--- src/rtl/adsg_pkg.sv ---
package adsg_pkg;
  typedef enum logic {
    HALF_LO = 1'b0,
    HALF_HI = 1'b1
  } half_sel_e;
endpackage

--- src/rtl/adsg_rst_sync.sv ---
module adsg_rst_sync (
  input  logic clk,
  input  logic rst_n,
  output logic rst_q_n
);
  logic [1:0] sync_q;
  logic [1:0] sync_d;

  always_comb sync_d = {sync_q[0], 1'b1};

  always_ff @(posedge clk or negedge rst_n) begin
    if (!rst_n) sync_q <= 2'b00;
    else        sync_q <= sync_d;
  end

  assign rst_q_n = sync_q[1];
endmodule

--- src/rtl/adsg_strobe_gen.sv ---
module adsg_strobe_gen (
  input  logic clk,
  input  logic rst_n,
  input  logic ale_n,
  input  logic host_we_n,
  input  logic data_held,
  output logic dle_n,
  output logic sram_we_n,
  output logic addr_load,
  output logic data_load
);
  logic dle_d;
  logic we_d;

  always_comb begin
    addr_load = ~ale_n & dle_n;
    data_load = ~ale_n & ~dle_n & host_we_n;
    dle_d     = ale_n;
    we_d      = ~(~host_we_n & ~ale_n & ~dle_n & data_held);
  end

  always_ff @(posedge clk or negedge rst_n) begin
    if (!rst_n) begin
      dle_n     <= 1'b1;
      sram_we_n <= 1'b1;
    end else begin
      dle_n     <= dle_d;
      sram_we_n <= we_d;
    end
  end
endmodule

--- src/rtl/adsg_addr_latch.sv ---
module adsg_addr_latch #(
  parameter int HALF_W = 16,
  parameter int PAGE_W = 3,
  localparam int ADDR_W = HALF_W + PAGE_W
) (
  input  logic              clk,
  input  logic              rst_n,
  input  logic              addr_load,
  input  logic [HALF_W-1:0] bus,
  input  logic [PAGE_W-1:0] page,
  output logic [ADDR_W-1:0] sram_addr
);
  logic [HALF_W-1:0] addr_q;
  logic [HALF_W-1:0] addr_d;

  always_comb addr_d = addr_load ? bus : addr_q;

  always_ff @(posedge clk or negedge rst_n) begin
    if (!rst_n) addr_q <= '0;
    else        addr_q <= addr_d;
  end

  assign sram_addr = {page, addr_q};
endmodule

--- src/rtl/adsg_wdata_path.sv ---
module adsg_wdata_path #(
  parameter int HALF_W = 16,
  localparam int WORD_W = 2 * HALF_W
) (
  input  logic              clk,
  input  logic              rst_n,
  input  logic              ale_n,
  input  logic              data_load,
  input  logic              sram_we_n,
  input  logic [HALF_W-1:0] bus,
  output logic              data_held,
  output logic [WORD_W-1:0] sram_dq_out,
  output logic              sram_dq_oe
);
  logic [HALF_W-1:0] lo_q;
  logic [HALF_W-1:0] lo_d;
  logic              held_d;

  always_comb begin
    lo_d = data_load ? bus : lo_q;
    if (ale_n)          held_d = 1'b0;
    else if (data_load) held_d = 1'b1;
    else                held_d = data_held;
  end

  always_ff @(posedge clk or negedge rst_n) begin
    if (!rst_n) begin
      lo_q      <= '0;
      data_held <= 1'b0;
    end else begin
      lo_q      <= lo_d;
      data_held <= held_d;
    end
  end

  assign sram_dq_out = {bus, lo_q};
  assign sram_dq_oe  = ~sram_we_n;
endmodule

--- src/rtl/adsg_read_mux.sv ---
module adsg_read_mux
  import adsg_pkg::*;
#(
  parameter int HALF_W = 16,
  localparam int WORD_W = 2 * HALF_W
) (
  input  logic              hsel,
  input  logic              host_drv,
  input  logic              sram_oe_n,
  input  logic              sram_we_n,
  input  logic [WORD_W-1:0] sram_dq_in,
  output logic [HALF_W-1:0] host_bus_rd,
  output logic              host_rd_en
);
  half_sel_e sel;

  always_comb begin
    sel         = half_sel_e'(hsel);
    host_bus_rd = (sel == HALF_HI) ? sram_dq_in[WORD_W-1:HALF_W]
                                   : sram_dq_in[HALF_W-1:0];
    host_rd_en  = ~sram_oe_n & sram_we_n & ~host_drv;
  end
endmodule

--- src/rtl/adbus_sram_glue.sv ---
module adbus_sram_glue #(
  parameter int HALF_W = 16,
  parameter int PAGE_W = 3,
  localparam int ADDR_W = HALF_W + PAGE_W,
  localparam int WORD_W = 2 * HALF_W
) (
  input  logic              clk,
  input  logic              rst_n,
  input  logic              host_ale_n,
  input  logic              host_we_n,
  input  logic              host_drv,
  input  logic              host_hsel,
  input  logic [HALF_W-1:0] host_bus_wr,
  input  logic [PAGE_W-1:0] host_page,
  output logic [HALF_W-1:0] host_bus_rd,
  output logic              host_rd_en,
  output logic [ADDR_W-1:0] sram_addr,
  output logic [WORD_W-1:0] sram_dq_out,
  output logic              sram_dq_oe,
  input  logic [WORD_W-1:0] sram_dq_in,
  output logic              sram_oe_n,
  output logic              sram_we_n
);
  logic rst_q_n;
  logic dle_n;
  logic addr_load;
  logic data_load;
  logic data_held;

  adsg_rst_sync u_rst (
    .clk     (clk),
    .rst_n   (rst_n),
    .rst_q_n (rst_q_n)
  );

  adsg_strobe_gen u_strobe (
    .clk       (clk),
    .rst_n     (rst_q_n),
    .ale_n     (host_ale_n),
    .host_we_n (host_we_n),
    .data_held (data_held),
    .dle_n     (dle_n),
    .sram_we_n (sram_we_n),
    .addr_load (addr_load),
    .data_load (data_load)
  );

  adsg_addr_latch #(.HALF_W(HALF_W), .PAGE_W(PAGE_W)) u_addr (
    .clk       (clk),
    .rst_n     (rst_q_n),
    .addr_load (addr_load),
    .bus       (host_bus_wr),
    .page      (host_page),
    .sram_addr (sram_addr)
  );

  adsg_wdata_path #(.HALF_W(HALF_W)) u_wdata (
    .clk         (clk),
    .rst_n       (rst_q_n),
    .ale_n       (host_ale_n),
    .data_load   (data_load),
    .sram_we_n   (sram_we_n),
    .bus         (host_bus_wr),
    .data_held   (data_held),
    .sram_dq_out (sram_dq_out),
    .sram_dq_oe  (sram_dq_oe)
  );

  adsg_read_mux #(.HALF_W(HALF_W)) u_rmux (
    .hsel        (host_hsel),
    .host_drv    (host_drv),
    .sram_oe_n   (dle_n),
    .sram_we_n   (sram_we_n),
    .sram_dq_in  (sram_dq_in),
    .host_bus_rd (host_bus_rd),
    .host_rd_en  (host_rd_en)
  );

  assign sram_oe_n = dle_n;
endmodule

--- config.mk ---
export PLATFORM = sky130hd
export DESIGN_NAME = adbus_sram_glue
export DESIGN_NICKNAME = d
export VERILOG_FILES = /design/src/rtl/adsg_pkg.sv /design/src/rtl/adsg_rst_sync.sv /design/src/rtl/adsg_strobe_gen.sv /design/src/rtl/adsg_addr_latch.sv /design/src/rtl/adsg_wdata_path.sv /design/src/rtl/adsg_read_mux.sv /design/src/rtl/adbus_sram_glue.sv
export SDC_FILE = /design/constraint.sdc
export NUM_CORES = 1
export LEC_CHECK = 0
export BUFFER_PORTS_ARGS = -buffer_cell sky130_fd_sc_hd__buf_4
export CAP_MARGIN = 20
export CORE_AREA = 2 2 69 71
export DETAILED_ROUTE_END_ITERATION = 7
export DIE_AREA = 0 0 71 73
export PLACE_DENSITY = 0.78
export RECOVER_POWER = 25
export SLEW_MARGIN = 20
export SYNTH_ARGS = -nofsm -noshare
export SYNTH_HDL_FRONTEND = slang
export SYNTH_SLANG_ARGS = --single-unit
--- constraint.sdc ---
create_clock -name clk -period 1.5 [get_ports clk]
set_input_delay 0 -clock clk [delete_from_list [all_inputs] [get_ports clk]]
set_output_delay 0 -clock clk [all_outputs]
set_load 0.005 [all_outputs]
# ---- After elaboration in Yosys (flattened, before gate mapping)
# Index checks and enable logic that the tools add are counted.
dict set report word_totals {
  regBits 37
  inputBits 57
  output_inout_bits 71
  word_cells 24
}
dict set report classes {
  n_mux 3
  bitwise 14
  n_reduce_logical 1
}
# operator n
set op_table {}
lappend op_table {{two-way mux 16 bit} 1}
lappend op_table {{AND 1 bit} 8}
lappend op_table {{NOT 1 bit} 6}
lappend op_table {{two-way mux 1 bit} 2}
lappend op_table {{nonzero test 2 bit} 1}

# ---- Logic depth before layout (Yosys ltp)
dict set report depth {
  ltp_word 5
  mapped_depth 4
}

# ---- Cells and area by module
# Synthesis repeated with hierarchy kept, for this count alone.
dict set report hier_totals {
  cells_unflattened 117
  area_unflattened_um2 1863.0
}
# module n_inst cells_each area_each_um2
set modules_own_cells {}
lappend modules_own_cells {adsg_wdata_path 1 53 804.5}
lappend modules_own_cells {adsg_addr_latch 1 37 671.9}
lappend modules_own_cells {adsg_read_mux 1 19 256.5}
lappend modules_own_cells {adsg_strobe_gen 1 5 76.3}
lappend modules_own_cells {adsg_rst_sync 1 3 53.8}

# ---- Worst setup path before layout
# Ideal clock, no wire load.
dict set report synth_path {
  path_kind {register to register}
  from {register u_strobe.dle_n}
  to {register u_wdata.lo_q[10]}
  setup_time_ns 0.125
  arrival_time_ns 1.222
  setup_slack_ns 0.153
  stages_incl_launch_ff 4
  n_path_buf 1
  synth_period_minus_slack_ns 1.347
  cell_sequence {dfstp_2 > nor3b_4 > buf_6 > mux2_2}
}
dict set report synth_via {
  elab_chain_cells 3
}
# element line_no
set synth_lines {}
lappend synth_lines {{from (decl)} adsg_strobe_gen.sv:7} ;# output logic dle_n,
lappend synth_lines {{from (signal assigned)} adsg_strobe_gen.sv:27} ;# dle_n <= dle_d;
lappend synth_lines {{NOT 1 bit} adsg_strobe_gen.sv:17} ;# data_load = ~ale_n & ~dle_n & host_we_n;
lappend synth_lines {{AND 1 bit (2 in series)} adsg_strobe_gen.sv:17}
lappend synth_lines {{to (signal assigned)} adsg_wdata_path.sv:31} ;# lo_q <= lo_d;
lappend synth_lines {{to (decl)} adsg_wdata_path.sv:15} ;# logic [HALF_W-1:0] lo_q;
# No other way between the ends.
# A chain may end at the register's enable or synchronous reset.

# ---- Worst setup path in the final report
dict set report layout_path {
  from {input port host_ale_n}
  to {register u_wdata.lo_q[2]}
}
dict set report layout_via {
  elab_chain_cells 3
}
# element line_no
set layout_lines {}
lappend layout_lines {{from (decl)} adbus_sram_glue.sv:9} ;# input logic host_ale_n,
lappend layout_lines {{NOT 1 bit} adsg_strobe_gen.sv:17}
lappend layout_lines {{AND 1 bit (2 in series)} adsg_strobe_gen.sv:17}
# No other way between the ends.

==> summary.md <==
| Metric | Value |
|---|---|
| Initial Util | 0.3768 |
| Worst IR drop on VDD | 0.6081 mV |
| Maximum fanout along the worst path | 11 |
| Start of the worst register-to-register path | u_strobe.dle_n |
| Leakage power summed over all cells | 1.387 nW |
| Pwr Total | 2.725 mW |
| Req. time, crit path | 1.67 ns |
| First-pass GRT wire length | 6.451 mm |
| Share of power burned in registers | 0.452 |
| Worst Reg2Reg Path Length in Cells | 3 |
| Minimum period implied by the final worst setup slack | 1.316 ns |
| Largest net degree at the start of global routing | 25 |
| Postcts setup bufs | 0 |
| Average wire length per cell after detail routing | 13.80 um |
| Cell accounting for the most synthesized area | sky130_fd_sc_hd__dfrtp_1 |
| First-pass iteration count of the detailed router | 4 |
| FF+latch count, synth | 37 |
| Cell area after synthesis | 0.001709 sq mm |
| Min-delay src | host_page[1] |
| Overflow left after global routing | 0 |
| Site Rows | 25 |
| Number of port buffers | 121 |
| H-tree lvl count | 2 |
| Setup repair after global routing missed its margin | false |
| Overall track demand over capacity in global routing | 0.1618 |
| Synth area leaders | sky130_fd_sc_hd__dfrtp_1 (51%), sky130_fd_sc_hd__mux2_2 (32%), sky130_fd_sc_hd__buf_4 (8.3%) |
| Clk network pwr share | 0.275 |
| CP peak stage delay | 0.53 ns |
| Normalized max-slew margin | 0.6008 |
| Initial antenna violation count | 0 |
| Total wirelength of the detailed-routed design | 4.168 mm |
| Final worst clock skew | 0.006618 ns |
| DP Cell Count | 275 |
| Hold Crit Class | in2out |
| Transition time at the pin with the least slew margin | 0.5989 ns |
| Count of pins over their slew limit | 0 |
| Area growth syn-to-layout | 65.45% |
| Post-layout worst setup margin | 0.1837 ns |
| HPWL after detailed placement | 3.081 mm |
| Prevailing post-synth register cell | sky130_fd_sc_hd__dfrtp_1 |
| Logic pwr share | 0.273 |
| Setup-violating endpoint count in the final report | 0 |
| Critical path arrival | 1.49 ns |
| Worst hold-check slack | 0.000002255 ns |
| Worst-Skew Late Latency | 0.28 ns |
| Worst setup SP type | input port |
| Clock root buffer | sky130_fd_sc_hd__clkbuf_8 |
| Total placed instance area | 0.002550 sq mm |
| Flop2flop setup slack | 0.19 ns |
| Width of the die | 71 um |
| Post-synth net total | 175 |
| Internal power | 2.077 mW |
| Area share of the largest cell type after synthesis | 0.5124 |
| Period utilization | 0.8775 |
| Clock Sinks | 37 |
| TritonCTS clock tree | yes |
| Total via count after detailed routing | 1386 |
| Vias in the first global route | 1347 |
| Switching share of power | 0.2375 |
| F_max | 0.7597 GHz |
| Residual DRC count | 0 |
| Most frequent cell after synthesis | sky130_fd_sc_hd__mux2_2 |
| Distinct cell type count of the synthesized netlist | 13 |
| Post-route core utilization | 0.6234 |
| Clock-pin slew on the worst setup and hold paths | 0.07 ns |
| Synth async-reset ratio | 1.000 |
| Die outline height | 73 um |
| Maximum count of clock buffers along a single path | 2 |
| Reported max-cap violation count | 0 |
| Final standard cell count with taps included and fillers excluded | 302 |
| Launching instance or port of the critical path | host_ale_n |
| EDFF count, synth | 0 |
| Final instance area | 0.002828 sq mm |
| Warnings, synthesis | 0 |
| Antenna cells | 0 |
| Power density relative to cell area | 963.5 mW/mm^2 |
| Avg Inst Size Synth | 14.48 sq um |
| Core region area | 0.004536 sq mm |
| Crit-path slowest cell | sky130_fd_sc_hd__dlygate4sd3_1 |
| Capturing point of the worst reg2reg path | u_wdata.lo_q[2] |
| Initial detailed-routing violation count | 15 |
| DIE AREA | 0.005183 sq mm |
| Total negative slack | 0 ns |
| Sequential fraction of the synthesis area | 0.5432 |
| Critical path endpoint category | register |
| CP delay by family, top | buffers and inverters |
| Layout net count | 304 |
| Post-route antenna net violation count | 0 |
| Final GP Congestion | 0.7228 |
| Number of top-level design ports | 128 |
| Hold path depth | 0 |
| Run status | complete, no violations |
| Gate Count Post-Synth | 118 |
| Reported net switching power | 0.6472 mW |
| Worst Path Buf+Inv | 3 |
| End point of the worst hold path | sram_addr[17] |
| Worst slack at placement | 0.1932 ns |
| Crit path kind | in2reg |
| Final count of hold timing violations | 0 |
| CP Cell Sequence | dlygate4sd3_1 -> clkbuf_1 -> nor3b_4 -> buf_4 -> mux2_2 |
| Total clock buffers created by CTS | 5 |
| Fraction of final layout cells with drive strength greater than 1 | 0.7379 |
| Cell types with the highest counts after synthesis | sky130_fd_sc_hd__mux2_2 (48), sky130_fd_sc_hd__dfrtp_1 (35), sky130_fd_sc_hd__buf_4 (19), sky130_fd_sc_hd__buf_2 (3) |
| Post-detailed-route via-to-cell ratio | 4.589 |
## final cells by class
cell class,count,area [sq um]
Clock buffer,7,96.34
Clock inverter,1,5.005
Fill cell,365,1708
Inverter,2,7.507
Multi-Input combinational cell,55,593.1
Sequential cell,37,928.4
Tap cell,54,67.56
Timing Repair Buffer,146,1130
## registers in the layout (all words and copies together) (netlist names)
name,flops
u_strobe.sram_we_n,1
u_wdata.lo_q,16
u_rst.sync_q,2
u_wdata.data_held,1
u_strobe.dle_n,1
u_addr.addr_q,16
## routing by layer
layer	vias to the layer above	GRT usage	wire length, um	part of all wire
met2	93	0.2814	2033	0.49
met1	646	0.1717	1507	0.36
met3	4	0.07459	579	0.14
met5	-	0	0	0
met4	0	0.06289	48	0.012
li1	643	-	-	-
## how the worst max path moves through the flow
stage | cells after the start | to | slack (ns)
floorplan | 3 | u_wdata.lo_q[10] | 0.15
global placement | 3 | u_wdata.lo_q[8] | 0.24
detailed placement | 3 | u_wdata.lo_q[2] | 0.19
CTS | 3 | u_wdata.lo_q[2] | 0.18
global route | 5 | u_wdata.lo_q[15] | 0.11
finish | 5 | u_wdata.lo_q[2] | 0.18
## cells by family (layout without fill, tap and decap cells)
| group | after synthesis | after routing | synth area share |
|---|---|---|---|
| other cells | 1 | 1 | 0.002194 |
| compound gates | 1 | 1 | 0.002925 |
| buf+inv | 26 | 156 | 0.1098 |
| flops | 37 | 37 | 0.5432 |
| simple gates | 5 | 5 | 0.02562 |
| mux | 48 | 48 | 0.3163 |
## timing repair
action / 4_1_cts / 5_1_grt
gates resized for setup: 0 / 0
endpoints found under the hold margin: 37 / 0
hold buffers: 19 / 0
## power by group through the flow
stage,Clock [mW],Sequential [mW],Combinational [mW]
floorplan,0,1.27,0.254
global placement,0,1.25,0.704
detailed placement,0,1.25,0.719
CTS,0.775,1.23,0.759
global route,0.819,1.25,0.808
finish,0.748,1.23,0.744
## cell usage in the layout (no fill, tap or decap)
master	synthesis	final
sky130_fd_sc_hd__a21oi_1	1	1
sky130_fd_sc_hd__buf_4	19	123
sky130_fd_sc_hd__clkbuf_1	0	3
sky130_fd_sc_hd__clkbuf_2	0	1
sky130_fd_sc_hd__clkbuf_8	0	7
sky130_fd_sc_hd__clkinv_2	0	1
sky130_fd_sc_hd__conb_1	1	1
sky130_fd_sc_hd__dfrtp_1	35	35
sky130_fd_sc_hd__dfstp_2	2	2
sky130_fd_sc_hd__dlygate4sd3_1	0	19
sky130_fd_sc_hd__inv_1	2	2
sky130_fd_sc_hd__mux2_2	48	48
sky130_fd_sc_hd__nand2b_1	2	2
sky130_fd_sc_hd__nor3_1	1	1
sky130_fd_sc_hd__nor3b_4	1	1
sky130_fd_sc_hd__or4_1	1	1
Note: power is estimated with default switching activity, not from simulation.
